$ cat src/rtl/uer_pkg.sv
package uer_pkg;
  typedef enum logic [1:0] {
    SEV_COR      = 2'b00,
    SEV_NONFATAL = 2'b01,
    SEV_FATAL    = 2'b10
  } sev_e;

  localparam int DEV_NF_BIT = 0;
  localparam int DEV_FE_BIT = 1;
  localparam int DEV_UR_BIT = 2;
  localparam int DEV_W      = 3;

  typedef struct packed {
    logic setNf;
    logic setFe;
    logic setUr;
    logic setUncor;
    logic reqLog;
    logic emit;
    sev_e sev;
  } strobe_t;
endpackage

$ cat src/rtl/uer_ctrl.sv
module uer_ctrl
  import uer_pkg::*;
#(
  parameter int ERR_W = 16
) (
  input  logic             errValid,
  input  logic [ERR_W-1:0] errType,
  input  logic             errFatal,
  input  logic             errUnsupp,
  input  logic [ERR_W-1:0] uncorMask,
  input  logic             serrEn,
  input  logic             urReportEn,
  input  logic             fatalReportEn,
  input  logic             nonfatalReportEn,
  output strobe_t          strb
);
  logic masked;
  logic urBlocked;
  logic sevAllowed;

  always_comb begin
    masked     = |(errType & uncorMask);
    urBlocked  = errUnsupp & ~urReportEn & ~serrEn;
    sevAllowed = errFatal ? (serrEn | fatalReportEn) : (serrEn | nonfatalReportEn);

    strb          = '0;
    strb.sev      = SEV_COR;
    strb.setNf    = errValid & ~errFatal;
    strb.setFe    = errValid & errFatal;
    strb.setUr    = errValid & errUnsupp;
    strb.setUncor = errValid;
    strb.reqLog   = errValid & ~masked;
    strb.emit     = errValid & ~masked & ~urBlocked & sevAllowed;
    if (strb.emit) strb.sev = errFatal ? SEV_FATAL : SEV_NONFATAL;
  end
endmodule

$ cat src/rtl/uer_dp.sv
module uer_dp
  import uer_pkg::*;
#(
  parameter int ERR_W = 16
) (
  input  logic             clk,
  input  logic             rstN,
  input  strobe_t          strb,
  input  logic [ERR_W-1:0] errType,
  input  logic             logOvfIn,
  input  logic             wrEn,
  input  logic             wrSel,
  input  logic [ERR_W-1:0] wrData,
  output logic [DEV_W-1:0] devStatus,
  output logic [ERR_W-1:0] uncorStatus,
  output logic             msgValid,
  output logic [1:0]       msgSev,
  output logic             logReq,
  output logic             logOvf
);
  logic [DEV_W-1:0] devSet;
  logic [DEV_W-1:0] devClr;
  logic [ERR_W-1:0] uncSet;
  logic [ERR_W-1:0] uncClr;

  always_comb begin
    devSet             = '0;
    devSet[DEV_NF_BIT] = strb.setNf;
    devSet[DEV_FE_BIT] = strb.setFe;
    devSet[DEV_UR_BIT] = strb.setUr;
    devClr             = (wrEn && !wrSel) ? wrData[DEV_W-1:0] : '0;
    uncSet             = strb.setUncor ? errType : '0;
    uncClr             = (wrEn && wrSel) ? wrData : '0;
  end

  // one write-1-to-clear cell per status bit; set wins over clear
  for (genvar i = 0; i < DEV_W; i++) begin : g_dev
    always_ff @(posedge clk) begin
      if (!rstN)          devStatus[i] <= 1'b0;
      else if (devSet[i]) devStatus[i] <= 1'b1;
      else if (devClr[i]) devStatus[i] <= 1'b0;
    end
  end

  for (genvar i = 0; i < ERR_W; i++) begin : g_unc
    always_ff @(posedge clk) begin
      if (!rstN)          uncorStatus[i] <= 1'b0;
      else if (uncSet[i]) uncorStatus[i] <= 1'b1;
      else if (uncClr[i]) uncorStatus[i] <= 1'b0;
    end
  end

  always_ff @(posedge clk) begin
    if (!rstN) begin
      msgValid <= 1'b0;
      msgSev   <= SEV_COR;
      logReq   <= 1'b0;
      logOvf   <= 1'b0;
    end else begin
      msgValid <= strb.emit;
      msgSev   <= strb.sev;
      logReq   <= strb.reqLog;
      if (logReq) logOvf <= logOvfIn;
    end
  end
endmodule

$ cat src/rtl/uncor_err_gate.sv
module uncor_err_gate
  import uer_pkg::*;
#(
  parameter int ERR_W = 16
) (
  input  logic             clk,
  input  logic             rstN,
  input  logic             errValid,
  input  logic [ERR_W-1:0] errType,
  input  logic             errFatal,
  input  logic             errUnsupp,
  input  logic [ERR_W-1:0] uncorMask,
  input  logic             serrEn,
  input  logic             urReportEn,
  input  logic             fatalReportEn,
  input  logic             nonfatalReportEn,
  input  logic             logOvfIn,
  input  logic             wrEn,
  input  logic             wrSel,
  input  logic [ERR_W-1:0] wrData,
  output logic [2:0]       devStatus,
  output logic [ERR_W-1:0] uncorStatus,
  output logic             msgValid,
  output logic [1:0]       msgSev,
  output logic             logReq,
  output logic             logOvf
);
  strobe_t strb;

  uer_ctrl #(.ERR_W(ERR_W)) u_ctrl (
    .errValid(errValid), .errType(errType), .errFatal(errFatal),
    .errUnsupp(errUnsupp), .uncorMask(uncorMask), .serrEn(serrEn),
    .urReportEn(urReportEn), .fatalReportEn(fatalReportEn),
    .nonfatalReportEn(nonfatalReportEn), .strb(strb)
  );

  uer_dp #(.ERR_W(ERR_W)) u_dp (
    .clk(clk), .rstN(rstN), .strb(strb), .errType(errType),
    .logOvfIn(logOvfIn), .wrEn(wrEn), .wrSel(wrSel), .wrData(wrData),
    .devStatus(devStatus), .uncorStatus(uncorStatus), .msgValid(msgValid),
    .msgSev(msgSev), .logReq(logReq), .logOvf(logOvf)
  );
endmodule

$ cat config.mk
export PLATFORM = sky130hd
export DESIGN_NAME = uncor_err_gate
export DESIGN_NICKNAME = d
export VERILOG_FILES = /design/src/rtl/uer_pkg.sv /design/src/rtl/uer_ctrl.sv /design/src/rtl/uer_dp.sv /design/src/rtl/uncor_err_gate.sv
export SDC_FILE = /design/constraint.sdc
export NUM_CORES = 1
export LEC_CHECK = 0
export ABC_AREA = 0
export BUFFER_PORTS_ARGS = -buffer_cell sky130_fd_sc_hd__buf_4
export CAP_MARGIN = 20
export CORE_UTILIZATION = 34
export CTS_BUF_LIST = sky130_fd_sc_hd__clkbuf_16
export CTS_CLUSTER_DIAMETER = 120
export DETAILED_ROUTE_END_ITERATION = 8
export GPL_TIMING_DRIVEN = 0
export PLACE_DENSITY = 0.82
export SYNTH_ARGS = -nofsm -noshare
export SYNTH_HDL_FRONTEND = slang
export SYNTH_SLANG_ARGS = --single-unit
export TNS_END_PERCENT = 20
$ cat constraint.sdc
create_clock -name clk -period 1.03 [get_ports clk]
set_clock_uncertainty 0.1 [all_clocks]
set_input_delay 0.309 -clock clk [delete_from_list [all_inputs] [get_ports clk]]
set_output_delay 0.309 -clock clk [all_outputs]
set_load 0.02 [all_outputs]
**After elaboration in Yosys (flattened, before gate mapping)**

Index checks and enable logic that the tools add are counted.

- Input bits: 60
- Word-level logic and storage cells: 106
- Flip-flop bits (word level): 24
- Output and inout bits: 24

- Muxes and demuxes: 43
- Reductions and logical operators: 24
- Bitwise gates (word level): 16

Operator list:

| operator | number |
|---|---|
| 1-bit two-way mux | 39 |
| 2-bit nonzero test | 19 |
| 16-bit two-way mux | 2 |
| 16-bit AND | 1 |
| 16-bit OR reduction | 1 |
| 1-bit AND | 8 |
| 1-bit NOT | 5 |
| 3-bit two-way mux | 1 |
| 1-bit logical AND | 2 |
| 2-bit two-way mux | 1 |
| 1-bit OR | 2 |
| 2-bit AND reduction | 1 |
| 1-bit zero test | 1 |

**Logic depth before layout (Yosys ltp)**

Gate-level depths: netlist of run 1.

- Depth after elaboration: 7
- Gate-level depth with buffers: 6
- Mapped depth without buffers: 4

**Cells and area by module**

From an unflattened synthesis of run 1, not the netlist that was laid out.

- Cells, all modules: 137
- Area total of the unflattened synthesis: 1247.4 um2

Modules (own cells, without submodules):

| module | area an instance (um2) | cells an instance | seq. area each (um2) | times used |
|---|---|---|---|---|
| uer_dp | 1061.0 | 112 | 480.5 | 1 |
| uer_ctrl | 186.4 | 25 | 0.0 | 1 |

**Worst setup path before layout of run 1**

Ideal clock, no wire load.

- Path kind: input-to-reg
- Start point: input port wrSel
- End point: register u_dp.uncorStatus[0]
- Path slack: -0.065 ns
- Path buffers: 2
- Data required time: 0.812 ns
- Setup time: 0.118 ns
- Arrival time: 0.877 ns
- Stages on the path: 6
- Cell sequence: and2_1 > buf_6 > buf_6 > nand2_1 > a22oi_1 > nor2b_1

- Longest elaborated chain between the ends: 3

Ends and longest elaborated chain:

| element | line | text |
|---|---|---|
| from (decl) | uncor_err_gate.sv:19 | `input logic wrSel,` |
| 1-bit logical AND | uer_dp.sv:33 | `uncClr = (wrEn && wrSel) ? wrData : '0;` |
| 16-bit two-way mux | uer_dp.sv:33 |  |
| 2-bit nonzero test (no line) | - |  |
| to (signal, indexed assignment) | uer_dp.sv:47 | `if (!rstN) uncorStatus[i] <= 1'b0;` |
| to (signal, indexed assignment) | uer_dp.sv:48 | `else if (uncSet[i]) uncorStatus[i] <= 1'b1;` |
| to (signal, indexed assignment) | uer_dp.sv:49 | `else if (uncClr[i]) uncorStatus[i] <= 1'b0;` |
| to (decl) | uer_dp.sv:15 | `output logic [ERR_W-1:0] uncorStatus,` |

No other way between the ends.
A chain may end at the register's enable or synchronous reset.

**Worst setup path after layout of run 1**

- Start point: register u_dp.uncorStatus[2]
- End point: output port uncorStatus[2]

RTL lines:

| element | line | text |
|---|---|---|
| to (decl) | uncor_err_gate.sv:22 | `output logic [ERR_W-1:0] uncorStatus,` |

No word-level cell between the ends.

==> results.toml, run 1 <==
[run_status]
status = "finished with violations"
violations = "DRC, setup timing"

[setup_path]
worstPathArrival_ns = 0.71
cp_slowest_cell = "dfxtp_2"
crit_family = "flip-flops"
start_kind = "flip-flop"
path_class = "flip-flop to primary output"
rrSetupSlack_ns = 0.15
worstPathRequired_ns = 0.62
worst-path-buf-inv = 1
slowest_delay_ns = 0.35
cp_cell_sequence = "buf_6"
end_kind = "primary output"
crit_fanout = 2

[die]
dieArea_sq_um = 3280
row_count = 19
die_w_um = 57.3
start_util = 0.368
dieHeight_um = 57.3
num_io_pins = 84
coreArea_sq_um = 2830

[layout]
multi_input_comb_area_sq_um = 548
drive_gt1_frac = 0.613
area_growth_pct = 88.2
final_cell_mix = "56 x buf_4, 30 x buf_6, 23 x nor2b_1, 23 x dfxtp_2, 22 x nand2_1"
final_nets = 261
final_common_cell = "buf_4"
post-route-util = 0.692
final_cell_area_sq_um = 1960
final-seq-area_sq_um = 509
diodes = 0
fin_cells = 230
fillCellCount = 216

[placed_design]
dp_hpwl_mm = 2.52
placed_cell_area_sq_um = 1700
gp_congestion = 0.779
portBuffers = 83
dp.cells = 226

[routing]
remaining_drc_errors = 9
antenna_left = 0
vias_per_cell = 5.13
drtIter0Drc = 68
wl_per_cell_um = 14.8
drt_pass1_iterations = 6
num_vias = 1181
wl_mm = 3.40

[sta]
hold_ws_ns = 0.230
hold_violations = 0
finalCritPeriodShare = 1.09
relSlewSlack = 0.686
drv_slew = 0
fin_ws_ns = -0.0918
fin_crit_ns = 1.12
finalSetupViolCount = 28
fmax_mhz = 891
rsz0062_at_grt = "true"
tightest_slew_ns = 0.471

[synthesis]
synth.yosys.seq_area_share = 0.462
ys_ff_latch = 24
yosysUniqueCellTypes = 18
synth_warnings = 0
avgSynthCellArea_sq_um = 9.28
synthesis.nets = 172
syn_area_sq_um = 1040
syn_inst = 112

[global_route]
overflow = 0
grt_pass1_wl_mm = 5.20
grt_max_degree = 13
grtUsageTotal = 0.213
grt_pass1_vias = 1249
antenna_found_initial = 0

[run]
maxCapViolCount = 0

[clock_tree]
clockRootBuffer = "clkbuf_16"
clk_latency_ns = 0.25
numCtsBuffers = 3
cts_tree = "yes"
cts_sinks = 24
clk_pin_slew_ns = 0.06
cts_hold_buffers = 0
htree_levels = 1
clockBufferDepth = 2

[power]
p_total_mw = 2.42
leakagePower_nw = 0.889
peakVddDrop_mv = 0.635
p_per_area_nw_per_um2 = 1240

[worst_hold_path]
hold_path.class = "primary input to flip-flop"
area by class of cell:
class | count | share of cell area
clock buffer | 3 | 0.0384
tap | 31 | 0.0198
sequential | 24 | 0.260
multi-input combinational | 82 | 0.280
buffer | 6 | 0.0256
timing repair buffer | 84 | 0.376
metal layers:
layer	vias up	global-route usage	part of all wire
met4	0	0.0871	0.011
met2	52	0.410	0.55
met1	552	0.217	0.36
li1	573	-	-
met5	-	0	0
met3	4	0.0522	0.084
timing repair:
item                                    CTS  global route
gates cloned                              0             0
buffers inserted                          1             0
gates resized for setup                  50            10
endpoints found under the setup margin   40            40
pin swaps                                 1             0
endpoints found under the hold margin     0             0
cell usage after synthesis:
| library cell | instances | area share |
|---|---|---|
| and4b_1 | 1 | 0.0096 |
| and2_1 | 3 | 0.018 |
| nor3_2 | 1 | 0.0096 |
| a22oi_2 | 2 | 0.024 |
| a22oi_1 | 22 | 0.16 |
| a21oi_1 | 1 | 0.0048 |
| and4_1 | 1 | 0.0084 |
| nand4_1 | 1 | 0.0060 |
| nand2_1 | 22 | 0.079 |
| o21bai_1 | 1 | 0.0072 |
| mux2i_1 | 2 | 0.019 |
| dfxtp_1 | 24 | 0.46 |
| buf_2 | 2 | 0.0096 |
| and3_1 | 1 | 0.0060 |
| buf_6 | 2 | 0.022 |
| nor2b_1 | 23 | 0.14 |
| a222oi_1 | 1 | 0.0096 |
| clkbuf_1 | 2 | 0.0072 |
kinds of logic (layout without fill, tap and decap cells):
group                  Yosys count  in the layout  synth area share
buffers and inverters            6             93            0.0385
flip-flops                      24             24             0.462
multiplexers                     2              2            0.0193
AO/OA/AOI/OAI                   27             27             0.205
AND/OR/NAND/NOR                 53             53             0.276
metrics by stage:
step                worst slack (ns)  TNS [ns]
global placement              -0.352     -4.74
CTS                          -0.0873     -1.97
floorplan                    -0.0654    -0.816
finish                       -0.0918     -1.95
detailed placement            -0.359     -5.33
global route                  -0.115     -2.90
report_power, final:
part           leakage, nW  switching [mW]  internal [mW]
registers            0.206          0.0371          0.990
clock network       0.0370           0.300          0.513
logic                0.646           0.235          0.343
total                0.889           0.572           1.85
registers in the layout (all words and copies together), names as in the netlist:
register / flops
u_dp.logOvf: 1
u_dp.uncorStatus: 16
u_dp.msgSev: 2
u_dp.logReq: 1
u_dp.msgValid: 1
u_dp.devStatus: 3
worst min-delay path: stages:
cell and delay [ns]:
buf_6 0.08, a22oi_2 0.06, nor2b_1 0.09
path summary, 6_finish.rpt:
path	end	cells after the start	startpoint
hold / removal	u_dp.uncorStatus[14]$_SDFFE_PN0P_	3	errType[14]
hold reg to reg	u_dp.uncorStatus[14]$_SDFFE_PN0P_	2	u_dp.uncorStatus[14]$_SDFFE_PN0P_
setup / recovery	uncorStatus[2]	1	u_dp.uncorStatus[2]$_SDFFE_PN0P_
setup reg to reg	u_dp.uncorStatus[9]$_SDFFE_PN0P_	3	u_dp.uncorStatus[9]$_SDFFE_PN0P_
(Power assumes the default switching activity.)
==> run 2, diff against run 1 <==
--- a/config.mk
+++ b/config.mk
@@ -8,12 +8,12 @@
 export ABC_AREA = 0
 export BUFFER_PORTS_ARGS = -buffer_cell sky130_fd_sc_hd__buf_4
 export CAP_MARGIN = 20
-export CORE_UTILIZATION = 34
-export CTS_BUF_LIST = sky130_fd_sc_hd__clkbuf_16
+export CORE_UTILIZATION = 43
+export CTS_BUF_LIST = sky130_fd_sc_hd__clkbuf_4 sky130_fd_sc_hd__clkbuf_8
 export CTS_CLUSTER_DIAMETER = 120
 export DETAILED_ROUTE_END_ITERATION = 8
 export GPL_TIMING_DRIVEN = 0
-export PLACE_DENSITY = 0.82
+export PLACE_DENSITY = 0.95
 export SYNTH_ARGS = -nofsm -noshare
 export SYNTH_HDL_FRONTEND = slang
 export SYNTH_SLANG_ARGS = --single-unit
==> constraint.sdc (replaced) <==
create_clock -name clk -period 1.3 [get_ports clk]
set_clock_uncertainty 0.1 [all_clocks]
set_input_delay 0.39 -clock clk [delete_from_list [all_inputs] [get_ports clk]]
set_output_delay 0.39 -clock clk [all_outputs]
set_load 0.02 [all_outputs]
==> run 2 against run 1 <==
  * The run now ends clean
  * Register-to-register slack improved by 0.26 ns
  * First-iteration DRC count decreased by 68%
  * Total power fell by 35%
  * Core utilization rose by 12 points
  * Non-clock buffer count up 1
==> results.toml, run 2 (same netlist as run 1, synthesis figures left out) <==
[routing]
remaining_drc_errors = 0
antenna_left = 0
drt_pass1_iterations = 4
vias_per_cell = 5.29
wl_per_cell_um = 14.9
num_vias = 1205
wl_mm = 3.39
drtIter0Drc = 22

[sta]
finalSetupViolCount = 0
fin_crit_ns = 1.28
finalSetupTns_ns = 0
hold_violations = 0
tightest_slew_ns = 0.485
fin_ws_ns = 0.0172
rsz0062_at_grt = "true"
drv_slew = 0
finalCritPeriodShare = 0.987
relSlewSlack = 0.677
fmax_mhz = 780
hold_ws_ns = 0.267

[die]
row_count = 17
die_w_um = 51.2
num_io_pins = 84
dieArea_sq_um = 2620
coreArea_sq_um = 2250
start_util = 0.461
dieHeight_um = 51.2

[global_route]
grt_max_degree = 13
overflow = 0
antenna_found_initial = 0
grtUsageTotal = 0.257
grt_pass1_vias = 1163
grt_pass1_wl_mm = 4.92

[setup_path]
worstPathRequired_ns = 0.81
worstPathArrival_ns = 0.79
cp_slowest_cell = "dfxtp_2"
crit_family = "flip-flops"
end_kind = "primary output"
worst-path-buf-inv = 1
crit_fanout = 2
cp_cell_sequence = "buf_6"
slowest_delay_ns = 0.37
start_kind = "flip-flop"
path_class = "flip-flop to primary output"

[placed_design]
dp.cells = 223
portBuffers = 83
placed_cell_area_sq_um = 1700
dp_slack_ns = -0.116
dp_hpwl_mm = 2.58
gp_congestion = 0.787

[layout]
largest_register_ffs = 16
final_cell_mix = "64 x buf_4, 23 x buf_6, 23 x nor2b_1"
post-route-util = 0.816
diodes = 0
multi_input_comb_area_sq_um = 519
regMostFlops = "u_dp.uncorStatus"
fin_cells = 228
final_nets = 262
final_cell_area_sq_um = 1840
top_regs = "u_dp.uncorStatus x16, u_dp.devStatus x3, u_dp.msgSev x2"
fillCellCount = 143
drive_gt1_frac = 0.580
area_growth_pct = 77.0
final-seq-area_sq_um = 507
final_common_cell = "buf_4"

[power]
leakagePower_nw = 0.850
peakVddDrop_mv = 0.639
p_total_mw = 1.57
p_per_area_nw_per_um2 = 853

[clock_tree]
numCtsBuffers = 3
cts_hold_buffers = 0
clk_pin_slew_ns = 0.13
cts_sinks = 24
clk_latency_ns = 0.30
htree_levels = 1
clockBufferDepth = 2
clockRootBuffer = "clkbuf_4"
cts_tree = "yes"

[run_status]
status = "finished clean"

[worst_hold_path]
hold_path.class = "primary input to flip-flop"

[run]
maxCapViolCount = 0
## run 2: path summary, 6_finish.rpt
| path | slack, ns | end | cells after the start | startpoint |
|---|---|---|---|---|
| max reg2reg | 0.41 | u_dp.uncorStatus[6]$_SDFFE_PN0P_ | 3 | u_dp.uncorStatus[6]$_SDFFE_PN0P_ |
| min | 0.27 | u_dp.uncorStatus[7]$_SDFFE_PN0P_ | 3 | errType[7] |
| min reg2reg | 0.44 | u_dp.uncorStatus[14]$_SDFFE_PN0P_ | 2 | u_dp.uncorStatus[14]$_SDFFE_PN0P_ |
| max | 0.02 | uncorStatus[6] | 1 | u_dp.uncorStatus[6]$_SDFFE_PN0P_ |
## run 2: layout make-up
cell class	count	share of cell area
repair buffers	85	0.390
well taps	28	0.0190
clock buffers	3	0.0122
multi-input cells	82	0.282
plain buffers	6	0.0218
flip-flops and latches	24	0.275
## run 2: power breakdown
group	switching, mW	internal, mW	total (mW)
clock	0.205	0.108	0.313
sequential	0.0297	0.783	0.813
combinational	0.182	0.262	0.444
total	0.417	1.15	1.57
## run 2: what timing repair did
action,4_1_cts,5_1_grt
setup buffers,0,2
resized for setup,16,26
setup endpoints to repair,15,21
## run 2: routing by layer
layer	up-vias	global-route usage	share of wire
met3	6	0.0327	0.078
met2	75	0.489	0.53
li1	574	-	-
met5	-	0	0
met1	550	0.288	0.38
met4	0	0.0880	0.014
==> run 3, diff against run 2 <==
--- a/config.mk
+++ b/config.mk
@@ -14,6 +14,7 @@
 export DETAILED_ROUTE_END_ITERATION = 8
 export GPL_TIMING_DRIVEN = 0
 export PLACE_DENSITY = 0.95
+export SETUP_SLACK_MARGIN = 0.3
 export SYNTH_ARGS = -nofsm -noshare
 export SYNTH_HDL_FRONTEND = slang
 export SYNTH_SLANG_ARGS = --single-unit
==> run 3 against run 2 <==
  * The run now ends with setup timing left
  * Core utilization up 4.7 points
  * Via count up 3.7%
  * Non-clock buffer count unchanged
  * Wire length up 19%
  * Critical path type unchanged
  * Register-to-register slack about the same
  * Highest routed layer unchanged
  * Die area unchanged
  * Combinational power up 7.4%
  * Hold slack worse by 0.0019 ns
  * Sequential power about the same
==> results.toml, run 3 (same netlist as run 1, synthesis figures left out) <==
[sta]
fmax_mhz = 767
finalSetupTns_ns = -0.00350
drv_slew = 0
hold_violations = 0
hold_ws_ns = 0.265
fin_ws_ns = -0.00350
finalCritPeriodShare = 1.00
finalSetupViolCount = 1
rsz0062_at_grt = "true"
tightest_slew_ns = 0.593
relSlewSlack = 0.604
fin_crit_ns = 1.30

[layout]
fillCellCount = 117
multi_input_comb_area_sq_um = 544
top_regs = "u_dp.uncorStatus x16, u_dp.devStatus x3, u_dp.msgSev x2"
diodes = 0
area_growth_pct = 87.1
final_cell_area_sq_um = 1950
final-seq-area_sq_um = 510
drive_gt1_frac = 0.632
final_cell_mix = "55 x buf_4, 32 x buf_6, 24 x dfxtp_2"
final_nets = 262
regMostFlops = "u_dp.uncorStatus"
largest_register_ffs = 16
fin_cells = 229
final_common_cell = "buf_4"

[setup_path]
reg2regPathDepth = 3
rrSetupSlack_ns = 0.40
end_kind = "primary output"
worst-path-buf-inv = 1
cp_cell_sequence = "buf_6"
crit_fanout = 2
cp_slowest_cell = "dfxtp_2"
r2r_start = "u_dp.logReq$_SDFF_PN0_"
crit_family = "flip-flops"
path_class = "flip-flop to primary output"
worstPathRequired_ns = 0.81
worstPathArrival_ns = 0.81
rr_endpoint = "u_dp.logOvf$_SDFFE_PN0P_"
start_kind = "flip-flop"
slowest_delay_ns = 0.38

[global_route]
grtUsageTotal = 0.275
grt_pass1_wl_mm = 5.24
grt_max_degree = 15
overflow = 0
grt_pass1_vias = 1199
antenna_found_initial = 0

[clock_tree]
clockBufferDepth = 2
cts_tree = "yes"
numCtsBuffers = 3
cts_hold_buffers = 0
clockRootBuffer = "clkbuf_4"
clk_latency_ns = 0.31
clk_pin_slew_ns = 0.14
htree_levels = 1
cts_sinks = 24

[placed_design]
dp_hpwl_mm = 2.69
portBuffers = 83
placed_cell_area_sq_um = 1700
dp.cells = 223
gp_congestion = 0.775

[worst_hold_path]
hold_start = "errType[1]"
hold_path.class = "primary input to flip-flop"
min_path_cells = 3
hold_path_end = "u_dp.uncorStatus[1]$_SDFFE_PN0P_"

[routing]
drtIter0Drc = 38
remaining_drc_errors = 0
wl_mm = 4.05
vias_per_cell = 5.45
drt_pass1_iterations = 4
wl_per_cell_um = 17.7
num_vias = 1249
antenna_left = 0

[die]
num_io_pins = 84
coreArea_sq_um = 2250
dieHeight_um = 51.2
start_util = 0.461
dieArea_sq_um = 2620
row_count = 17
die_w_um = 51.2

[power]
pwr-share-comb = 0.260
p_int_mw = 1.37
p_per_area_nw_per_um2 = 944
seqPwrFrac = 0.444
p_switching_mw = 0.467
peakVddDrop_mv = 0.731
p_total_mw = 1.84
leakagePower_nw = 0.883
swShare = 0.254
clkPwrFrac = 0.296

[run]
maxCapViolCount = 0

[run_status]
violations = "setup timing"
status = "finished with violations"
## run 3: cell types whose count changed in the layout (fill, tap and decap cells not counted), moves of 2 or more
cell	before	now
dfxtp_2	21	24
a22oi_2	2	5
buf_4	64	55
buf_6	23	32
nand2_1	22	19
a22oi_1	22	19
nand2_2	0	3
dfxtp_1	3	0
buf_2	2	0
## run 3: layout make-up
| class | count | area share |
|---|---|---|
| repair buffers | 85 | 0.386 |
| multi-input cells | 82 | 0.280 |
| flip-flops and latches | 24 | 0.262 |
| plain buffers | 6 | 0.0270 |
| well taps | 28 | 0.0180 |
| clock inverters | 1 | 0.0154 |
| clock buffers | 3 | 0.0116 |
## run 3: stage by stage
step	utilization	worst slack, ns
floorplan	-	0.124
global placement	0.753	-0.0640
detailed placement	0.753	-0.145
CTS	0.819	0.00219
global route	0.863	-0.0404
finish	0.863	-0.00350
## run 3: repair_timing
item	4_1_cts	5_1_grt
pin swaps	0	13
setup buffers	2	0
endpoints found under the hold margin	0	0
resized for setup	35	31
endpoints found under the setup margin	40	40
## run 3: power groups by stage
stage	Combinational [mW]	Clock (mW)	Sequential (mW)
2_1_floorplan	0.121	0	0.859
3_3_place_gp	0.399	0	0.811
3_5_place_dp	0.415	0	0.813
4_1_cts	0.436	0.542	0.809
5_1_grt	0.504	0.593	0.818
6_report	0.477	0.544	0.815
## run 3: worst max path at each step
stage                                          start  cells after the start                               end  slack [ns]
floorplan                                      wrSel                      6  u_dp.uncorStatus[0]$_SDFFE_PN0P_        0.12
global placement                       uncorMask[11]                      5         u_dp.msgSev[0]$_SDFF_PN0_       -0.06
detailed placement                      uncorMask[5]                      3         u_dp.msgSev[0]$_SDFF_PN0_       -0.15
CTS                   u_dp.devStatus[0]$_SDFFE_PN0P_                      1                      devStatus[0]       0.002
global route        u_dp.uncorStatus[8]$_SDFFE_PN0P_                      1                    uncorStatus[8]       -0.04
finish              u_dp.uncorStatus[8]$_SDFFE_PN0P_                      1                    uncorStatus[8]      -0.003
## run 3: layer usage
| metal | track usage | vias to the layer above | wire, um |
|---|---|---|---|
| li1 | - | 575 | - |
| met1 | 0.281 | 577 | 1410 |
| met2 | 0.533 | 89 | 2220 |
| met3 | 0.0595 | 8 | 352 |
| met4 | 0.106 | 0 | 63 |
| met5 | 0 | - | 0 |
